File: src/rtl/otp_seq_pkg.sv
package otp_seq_pkg;
   typedef enum logic [1:0] {
      OM_READ   = 2'd0,
      OM_PROG   = 2'd1,
      OM_VERIFY = 2'd2,
      OM_LOCK   = 2'd3
   } otp_mode_e;

   typedef enum logic [2:0] {
      S_IDLE    = 3'd0,
      S_CHECK   = 3'd1,
      S_PULSE   = 3'd2,
      S_VERIFY  = 3'd3,
      S_COMPARE = 3'd4,
      S_LOCK    = 3'd5
   } seq_state_e;
endpackage

File: src/rtl/otp_pulse_timer.sv
module otp_pulse_timer #(
   parameter int unsigned LIM = 4
) (
   input  logic clk,
   input  logic rst_n,
   input  logic run,
   output logic done
);
   localparam int unsigned CW = $clog2(LIM + 1);

   logic [CW-1:0] cnt;

   initial begin
      if (LIM < 1) $error("pulse length must be at least one cycle");
   end

   always_ff @(posedge clk or negedge rst_n) begin
      if (!rst_n)    cnt <= '0;
      else if (!run) cnt <= '0;
      else           cnt <= cnt + 1'b1;
   end

   assign done = run && (cnt == CW'(LIM - 1));


   pulse_len_chk: assert property (@(posedge clk) disable iff (!rst_n)
      run |-> (32'(cnt) < LIM));
endmodule

File: src/rtl/otp_try_ctr.sv
module otp_try_ctr #(
   parameter int unsigned MAX_TRY = 10
) (
   input  logic clk,
   input  logic rst_n,
   input  logic clr,
   input  logic inc,
   output logic at_cap
);
   localparam int unsigned TW = $clog2(MAX_TRY + 1);

   logic [TW-1:0] cnt;

   initial begin
      if (MAX_TRY < 1) $error("retry limit must be at least one");
   end

   always_ff @(posedge clk or negedge rst_n) begin
      if (!rst_n)   cnt <= '0;
      else if (clr) cnt <= '0;
      else if (inc) cnt <= cnt + 1'b1;
   end

   assign at_cap = (cnt == TW'(MAX_TRY));


   try_cap_chk: assert property (@(posedge clk) disable iff (!rst_n)
      32'(cnt) <= MAX_TRY);


   try_clr_chk: assert property (@(posedge clk) disable iff (!rst_n)
      clr |=> (cnt == '0));
endmodule

File: src/rtl/otp_mode_drv.sv
module otp_mode_drv
   import otp_seq_pkg::*;
#(
   parameter int unsigned ADDR_W    = 12,
   parameter logic [ADDR_W-1:0] PROT_ADDR = '1
) (
   input  logic              clk,
   input  logic              rst_n,
   input  otp_mode_e         mode,
   input  logic [ADDR_W-1:0] arr_addr,
   input  logic              wp_req,
   output logic [ADDR_W-1:0] cell_addr,
   output logic              cell_hv,
   output logic              cell_rw,
   output logic              cell_regsel,
   output logic              cell_wpulse
);
   always_comb begin
      cell_hv     = 1'b0;
      cell_rw     = 1'b1;
      cell_regsel = 1'b0;
      cell_addr   = arr_addr;
      unique case (mode)
         OM_READ:   ;
         OM_PROG:   begin cell_hv = 1'b1; cell_rw = 1'b0; end
         OM_VERIFY: cell_hv = 1'b1;
         OM_LOCK:   begin
            cell_hv     = 1'b1;
            cell_rw     = 1'b0;
            cell_regsel = 1'b1;
            cell_addr   = PROT_ADDR;
         end
         default:   ;
      endcase
   end

   assign cell_wpulse = wp_req && (mode == OM_PROG || mode == OM_LOCK);


   wp_mode_chk: assert property (@(posedge clk) disable iff (!rst_n)
      cell_wpulse |-> (cell_hv && !cell_rw));


   plain_read_chk: assert property (@(posedge clk) disable iff (!rst_n)
      !cell_hv |-> (cell_rw && !cell_regsel && !cell_wpulse));
endmodule

File: src/rtl/otp_burn_seq.sv
module otp_burn_seq
   import otp_seq_pkg::*;
#(
   parameter int unsigned ADDR_W    = 12,
   parameter int unsigned DATA_W    = 8,
   parameter int unsigned DEPTH     = 4096,
   parameter int unsigned MAX_TRY   = 10,
   parameter int unsigned CLK_KHZ   = 125000,
   parameter int unsigned PULSE_US  = 1000,
   parameter bit          PROT_EN   = 1'b1,
   parameter logic [ADDR_W-1:0] PROT_ADDR = 12'hE3F
) (
   input  logic              clk,
   input  logic              rst_n,
   input  logic              start,
   input  logic              prot_req,
   output logic [ADDR_W-1:0] img_addr,
   input  logic [DATA_W-1:0] img_data,
   output logic [ADDR_W-1:0] cell_addr,
   output logic [DATA_W-1:0] cell_wdata,
   output logic              cell_wpulse,
   input  logic [DATA_W-1:0] cell_rdata,
   output logic              cell_hv,
   output logic              cell_rw,
   output logic              cell_regsel,
   output logic              busy,
   output logic              pass,
   output logic              fail
);
   localparam int unsigned PULSE_CYC = (CLK_KHZ * PULSE_US) / 1000;
   localparam logic [ADDR_W-1:0] LAST_A = ADDR_W'(DEPTH - 1);

   initial begin
      if (DEPTH < 1 || DEPTH > (1 << ADDR_W)) $error("DEPTH does not fit ADDR_W");
      if (PULSE_CYC < 1) $error("pulse shorter than one clock");
      if (DATA_W < 1) $error("DATA_W must be positive");
   end

   seq_state_e        state;
   logic [ADDR_W-1:0] addr_q;
   logic              lock_q;
   logic              pulse_done;
   logic              at_cap;
   logic              try_clr;
   logic              try_inc;
   logic              prot_in;
   otp_mode_e         mode;

   // lock path present only when the option is built in
   generate
      if (PROT_EN) begin : g_lock
         assign prot_in = prot_req;
      end else begin : g_nolock
         logic unused_prot;
         assign unused_prot = prot_req;
         assign prot_in     = 1'b0;
      end
   endgenerate

   logic bad_bits;
   logic match;
   assign bad_bits = |(img_data & ~cell_rdata);
   assign match    = (img_data == cell_rdata);

   always_comb begin
      unique case (state)
         S_CHECK, S_VERIFY: mode = OM_VERIFY;
         S_PULSE:           mode = OM_PROG;
         S_LOCK:            mode = OM_LOCK;
         default:           mode = OM_READ;
      endcase
   end

   assign try_clr = (state == S_IDLE) ||
                    (state == S_VERIFY && match && addr_q != LAST_A);
   assign try_inc = (state == S_PULSE) && pulse_done;

   always_ff @(posedge clk or negedge rst_n) begin
      if (!rst_n) begin
         state  <= S_IDLE;
         addr_q <= '0;
         lock_q <= 1'b0;
         busy   <= 1'b0;
         pass   <= 1'b0;
         fail   <= 1'b0;
      end else begin
         unique case (state)
            S_IDLE: if (start) begin
               addr_q <= '0;
               lock_q <= prot_in;
               busy   <= 1'b1;
               pass   <= 1'b0;
               fail   <= 1'b0;
               state  <= S_CHECK;
            end
            S_CHECK: begin
               if (bad_bits) begin
                  busy  <= 1'b0;
                  fail  <= 1'b1;
                  state <= S_IDLE;
               end else begin
                  state <= S_PULSE;
               end
            end
            S_PULSE: if (pulse_done) state <= S_VERIFY;
            S_VERIFY: begin
               if (match) begin
                  if (addr_q == LAST_A) begin
                     addr_q <= '0;
                     state  <= S_COMPARE;
                  end else begin
                     addr_q <= addr_q + 1'b1;
                     state  <= S_CHECK;
                  end
               end else if (bad_bits || at_cap) begin
                  busy  <= 1'b0;
                  fail  <= 1'b1;
                  state <= S_IDLE;
               end else begin
                  state <= S_PULSE;
               end
            end
            S_COMPARE: begin
               if (!match) begin
                  busy  <= 1'b0;
                  fail  <= 1'b1;
                  state <= S_IDLE;
               end else if (addr_q == LAST_A) begin
                  if (lock_q) begin
                     state <= S_LOCK;
                  end else begin
                     busy  <= 1'b0;
                     pass  <= 1'b1;
                     state <= S_IDLE;
                  end
               end else begin
                  addr_q <= addr_q + 1'b1;
               end
            end
            S_LOCK: if (pulse_done) begin
               busy  <= 1'b0;
               pass  <= 1'b1;
               state <= S_IDLE;
            end
            default: state <= S_IDLE;
         endcase
      end
   end

   otp_pulse_timer #(.LIM(PULSE_CYC)) u_timer (
      .clk   (clk),
      .rst_n (rst_n),
      .run   (state == S_PULSE || state == S_LOCK),
      .done  (pulse_done)
   );

   otp_try_ctr #(.MAX_TRY(MAX_TRY)) u_tries (
      .clk    (clk),
      .rst_n  (rst_n),
      .clr    (try_clr),
      .inc    (try_inc),
      .at_cap (at_cap)
   );

   otp_mode_drv #(.ADDR_W(ADDR_W), .PROT_ADDR(PROT_ADDR)) u_mode (
      .clk         (clk),
      .rst_n       (rst_n),
      .mode        (mode),
      .arr_addr    (addr_q),
      .wp_req      (state == S_PULSE || state == S_LOCK),
      .cell_addr   (cell_addr),
      .cell_hv     (cell_hv),
      .cell_rw     (cell_rw),
      .cell_regsel (cell_regsel),
      .cell_wpulse (cell_wpulse)
   );

   assign img_addr   = addr_q;
   assign cell_wdata = img_data;


   outcome_excl_chk: assert property (@(posedge clk) disable iff (!rst_n)
      !(pass && fail));


   busy_clear_chk: assert property (@(posedge clk) disable iff (!rst_n)
      busy |-> (!pass && !fail));


   outcome_hold_chk: assert property (@(posedge clk) disable iff (!rst_n)
      (!busy && !start) |=> ($stable(pass) && $stable(fail)));


   pulse_end_chk: assert property (@(posedge clk) disable iff (!rst_n)
      (state == S_PULSE && pulse_done) |=> !cell_wpulse);


   addr_step_chk: assert property (@(posedge clk) disable iff (!rst_n)
      (state == S_CHECK && $past(state) == S_VERIFY) |-> (addr_q == $past(addr_q) + 1'b1));


   compare_low_chk: assert property (@(posedge clk) disable iff (!rst_n)
      (state == S_COMPARE) |-> (!cell_hv && cell_rw));
endmodule

File: config.mk
export PLATFORM = sky130hd
export DESIGN_NAME = otp_burn_seq
export DESIGN_NICKNAME = d
export VERILOG_FILES = /design/src/rtl/otp_seq_pkg.sv /design/src/rtl/otp_pulse_timer.sv /design/src/rtl/otp_try_ctr.sv /design/src/rtl/otp_mode_drv.sv /design/src/rtl/otp_burn_seq.sv
export SDC_FILE = /design/constraint.sdc
export NUM_CORES = 1
export LEC_CHECK = 0
export BUFFER_PORTS_ARGS = -buffer_cell sky130_fd_sc_hd__buf_4
export CORE_ASPECT_RATIO = 0.6
export CORE_MARGIN = 2
export CORE_UTILIZATION = 55
export CTS_CLUSTER_SIZE = 28
export DETAILED_ROUTE_END_ITERATION = 6
export GPL_TIMING_DRIVEN = 0
export PLACE_DENSITY = 0.81
export SYNTH_ARGS = -nofsm -noshare
export SYNTH_HDL_FRONTEND = slang
export SYNTH_SLANG_ARGS = --single-unit
export TNS_END_PERCENT = 5
File: constraint.sdc
create_clock -name clk -period 2.85 [get_ports clk]
set_input_delay 0.1425 -clock clk [delete_from_list [all_inputs] [get_ports clk]]
set_output_delay 0.1425 -clock clk [all_outputs]
set_load 0.005 [all_outputs]
======== Yosys cells after proc, flatten, opt, wreduce, memory -nomap -nowiden ========
Cells that the tools add are included.
cells by class
  divide/modulo/power cells ............... 0
  mux-type cells .......................... 45
  $mul .................................... 0
  add/subtract/negate cells ............... 3
  equality and inequality tests ........... 27
  shift-type cells ........................ 0
  reduce and logical (&&, ||, !) cells .... 25
  bitwise logic cells ..................... 2
  order comparisons ....................... 0
operators by type and width
  operator                                              count
  2-to-1 mux 12 bit                                     6
  case mux 12 bit (3 select lines)                      1
  2-to-1 mux 3 bit                                      8
  != test 2 bit (second input constant)                 11
  2-to-1 mux 1 bit                                      20
  case mux 3 bit (6 select lines)                       1
  adder 17 x 1 -> 17 bit (second input constant)        1
  equality test 17 bit (second input constant)          1
  2-to-1 mux 17 bit                                     1
  adder 12 x 1 -> 12 bit (second input constant)        1
  equality test 12 bit (second input constant)          1
  != test 12 bit (second input constant)                1
  AND reduction 6 bit                                   2
  bitwise AND 8 bit                                     1
  equality test 8 bit                                   1
  2-to-1 mux 4 bit                                      2
  inverter 8 bit                                        1
  AND reduction 8 bit                                   1
  OR reduction 8 bit                                    1
  equality test 3 x 2 -> 1 bit (second input constant)  2
  equality test 3 bit (second input constant)           2
  != test 3 bit (second input constant)                 2
  case mux 2 bit (3 select lines)                       1
  nonzero test 3 bit                                    2
  21 further kinds                                      31
storage, ports and cells
  bits in registers ....................... 40
  bits in writable memories ............... 0
  latch bits .............................. 0
  output and inout port bits .............. 39
  memories ................................ 0
  ROM bits ................................ 0

======== Depth between registers and ports, before layout ========
  depth in word-level cells ............... 7
  gate-level depth with buffers ........... 8
  depth with buffers taken out ............ 7

======== Cells and area by module ========
From an unflattened synthesis, not the netlist that was laid out.
unflattened totals
  cells, all modules ...................... 303
  area, all modules ....................... 2,641.3 um^2
modules (own cells, without submodules)
  module           instances  cells each  area each (um^2)  seq. area each (um^2)
  otp_burn_seq     1          170         1,402.6           475.5
  otp_pulse_timer  1          94          885.8             425.4
  otp_try_ctr      1          21          221.5             100.1
  otp_mode_drv     1          18          131.4             0.0

======== Worst setup path after synthesis ========
OpenSTA, ideal clock, no wires.
  kind .................................... reg-to-reg
  start point ............................. register addr_q[0] (netlist: img_addr[0])
  end point ............................... register addr_q[8] (netlist: img_addr[8])
  slack ................................... 942 ps
  arrival time ............................ 1,787 ps
  stages on the path, launching flop included .. 8
  path buffers ............................ 1
  path through ............................ dfrtp_1 -> ha_1 -> and2_1 -> nand4_4 -> a211oi_2 -> buf_6 -> nor2_1 -> o22a_1
between the ends
  cells in the longest elaborated chain, start to end .. 4
  elaborated cells on any way between the ends .. 9
  those cells by class .................... 1 x add/sub; 2 x eq/ne; 5 x mux; 1 x reduce/logical
ends and longest elaborated chain
  item                                                            line                                      source
  start, declared                                                 otp_burn_seq.sv:40                        logic [ADDR_W-1:0] addr_q;
  start signal, assigned                                          otp_burn_seq.sv:112                       addr_q <= addr_q + 1'b1;
  start signal, assigned                                          otp_burn_seq.sv:137                       addr_q <= addr_q + 1'b1;
  adder 12 x 1 -> 12 bit or equality test 12 bit (tied branches)  n/a
  2-to-1 mux 12 bit (on tied branches)                            otp_burn_seq.sv:128, otp_burn_seq.sv:108
  2-to-1 mux 12 bit (on tied branches)                            otp_burn_seq.sv:124, otp_burn_seq.sv:107
  case mux 12 bit (3 select lines)                                otp_burn_seq.sv:87                        unique case (state)
Several ways; a longest one is shown, not always the timed one. The select of a mux whose other input is x is not followed.
A chain may end at the register's enable or synchronous reset.

======== Final worst setup path ========
  start point ............................. register state[1]
  end point ............................... output port cell_rw
between the ends
  cells in the longest elaborated chain, start to end .. 6
  elaborated cells on any way between the ends .. 10
  those cells by class .................... 6 x eq/ne; 2 x mux; 2 x reduce/logical
ends and longest elaborated chain
  item                                                                          line                 source
  start, declared                                                               otp_burn_seq.sv:39   seq_state_e state;
  start signal, assigned                                                        otp_burn_seq.sv:80   state <= S_IDLE;
  start signal, assigned                                                        otp_burn_seq.sv:94   state <= S_CHECK;
  start signal, assigned                                                        otp_burn_seq.sv:100  state <= S_IDLE;
  equality test 3 x 2 -> 1 bit or equality test 3 x 1 -> 1 bit (tied branches)  otp_burn_seq.sv:66   unique case (state)
  OR reduction 2 bit                                                            otp_burn_seq.sv:66
  case mux 2 bit (3 select lines) (*)                                           otp_burn_seq.sv:66
  equality test 2 bit or equality test 2 x 1 -> 1 bit (tied branches)           otp_mode_drv.sv:23   unique case (mode)
  OR reduction 2 bit (no source line) (*)                                       n/a
  2-to-1 mux 1 bit (*)                                                          otp_mode_drv.sv:23
  end, declared                                                                 otp_burn_seq.sv:24   output logic cell_rw,
Mark *: on every way between the ends. The rest lies on a longest branch, timed or not.

==> out/results.ini <==
[clock_network]
cts_root_buffer=clkbuf_8
clock_latency_ns=0.29
clk_pin_slew_ns=0.08
htree_levels=2
cts_inserted_buffers=5
clock-sinks=40
postCtsSetupRepairBufs=0
cts_tree=yes
clock_path_buffers=2

[global_route]
grt_usage=0.239
grt-ovfl-total=0
grt_pass1_wl_mm=9.89
grt_start_max_net_pins=41
antenna_found_initial=0
grt_pass1_vias=2137

[setup_path]
critical_path_class=reg2out
path_max_fanout=10
arrival_ns=2.39
worstSetupStartpointType=flop
worstSetupEndpointType=output port
required_ns=2.71

[floorplan]
dieWidth_um=91.7
start_util=0.562
die_height_um=56.6
core_area_um2=4520
dieArea_um2=5190
row_count=19
ioPinCount=59

[timing]
grt_setup_unrepaired=no
timing.slew.headroom=0.549
fin_crit_ns=2.53
tightest_slew_ns=0.675
fmax_mhz=395
slew_violations=0
fin_skew_ns=0.00582
period_share=0.889
finalHoldViolations=0
setup_viol_count_final=0
tns_ns=0

[status]
status=complete, no violations

[cells_and_area]
seq_area_um2=1000
drive_gt1_frac=0.239
fill_cells=366
multi_input_area_um2=1380
areaGrowthSynthToFinish_pct=25.0
antenna_cells=0
fin_nets=382
final_cells=414

[yosys]
avgSynthCellArea_um2=8.94
postSynth.asyncResetShare=1.00
ys.flop_type=dfrtp_1
synthCells=284
synth_fp_nets=316
yosysSeqAreaShare=0.394
ys_types=53
synthesis.area_um2=2540
ys_warn_count=0
synth.ff_latch_count=40
synth-edff-count=0

[drt]
drc=0
vias_per_cell=5.68
drtPass1Iterations=5
drt_iter0_drc=202
routedWlPerCell_um=14.2
ant_nets=0
wirelength_mm=5.87
routed-via-count=2353

[placement]
io_buffers=58
dp_hpwl_mm=4.36
place_inst=405
gp_congestion=0.935

[power_and_ir_drop]
powerDensity_nw_per_um2=510
ir_drop_uv=357
leakage_uw=0.00154

[worst_hold_path]
hp-class=in2reg

[job]
drv_cap=0

power by group:
group | switching [uW] | internal, uW | total (uW)
sequential | 52.2 | 611 | 663
combinational | 301 | 191 | 492
clock | 204 | 259 | 463
through the flow:
step           area [um2]  power, uW  setup slack [ns]  hold WS [ns]  utilization
6_report             3170       1620             0.317        0.0404        0.703
5_1_grt              3170       1720            0.0943        0.0465        0.703
4_1_cts              3170       1620             0.321        0.0429        0.703
3_5_place_dp         3050       1150             0.541         0.146        0.676
3_3_place_gp         3050       1140             0.561         0.143        0.676
2_1_floorplan        2540        961             0.942        -0.153            -
routing by layer:
metal	wire length (um)	up-vias	global-route usage
li1	-	1132	-
met1	2880	1130	0.365
met2	2560	89	0.343
met3	413	2	0.0483
met4	16	0	0.0682
met5	0	-	0
layout by cell type (no fill, tap or decap), drive strengths merged, types with 6 or more instances in the layout:
cell type	Yosys	layout
and4	6	6
ha	12	12
nor2	30	30
nand3	11	11
nand4	10	10
nand2	24	24
xor2	13	13
nor3	8	8
o21ai	10	10
nand2b	11	11
inv	15	15
clkbuf	6	11
a21oi	16	16
buf	10	68
dfrtp	40	40
and2	7	7
logic make-up (layout without fill, tap and decap cells):
family / count (synthesis) / after routing / synth area share
simple gates: 132 / 132 / 0.287
compound gates: 48 / 48 / 0.124
flops: 40 / 40 / 0.394
buf+inv: 31 / 98 / 0.0611
xor+xnor: 18 / 18 / 0.0621
fa+ha+maj: 12 / 12 / 0.0591
mux: 3 / 3 / 0.0123
critical path: stages (launching register included):
cell and delay, ns:
dfrtp_1 0.43, clkbuf_1 0.25, nand2b_1 0.20, nor2_1 0.11, nor2_1 0.49, clkbuf_1 0.42
buf_4 0.19
cell type report:
type | instances | share of cell area
Multi-Input combinational cell | 213 | 0.436
Sequential cell | 40 | 0.315
Timing Repair Buffer | 59 | 0.140
Buffer | 16 | 0.0311
Tap cell | 63 | 0.0248
Clock buffer | 5 | 0.0217
Inverter | 15 | 0.0177
Clock inverter | 3 | 0.0134
cells in the mapped netlist, types with 8 or more instances:
library cell  number  area share
a21oi_1           16       0.032
buf_4              8       0.024
dfrtp_1           40        0.39
ha_1              12       0.059
inv_1             13       0.019
nand2_1           24       0.035
nand2b_1          11       0.027
nand3_1           11       0.022
nand4_1            9       0.022
nor2_1            30       0.044
o21ai_1            8       0.016
xor2_1            13       0.045
state kept, by name, indices dropped and copies added, names as in the netlist:
register     flops
lock_q           1
pass             1
u_timer.cnt     17
img_addr        12
busy             1
state            3
u_tries.cnt      4
fail             1
final timing paths:
kind	slack [ns]	startpoint	end	cells after the start
min reg2reg	0.49	u_timer.cnt[0]	u_timer.cnt[0]	1
max	0.32	state[1]	cell_rw	6
min in group asynchronous	0.35	rst_n	fail	2
min	0.04	prot_req	lock_q	3
max reg2reg	0.50	img_addr[0]	img_addr[8]	7
max in group asynchronous	2.15	rst_n	u_tries.cnt[2]	2
repair_timing:
item	in CTS	in global routing
hold buffers	1	0
endpoints found under the hold margin	40	0
gates resized for setup	0	0
Power figures use the tool's default switching activity.
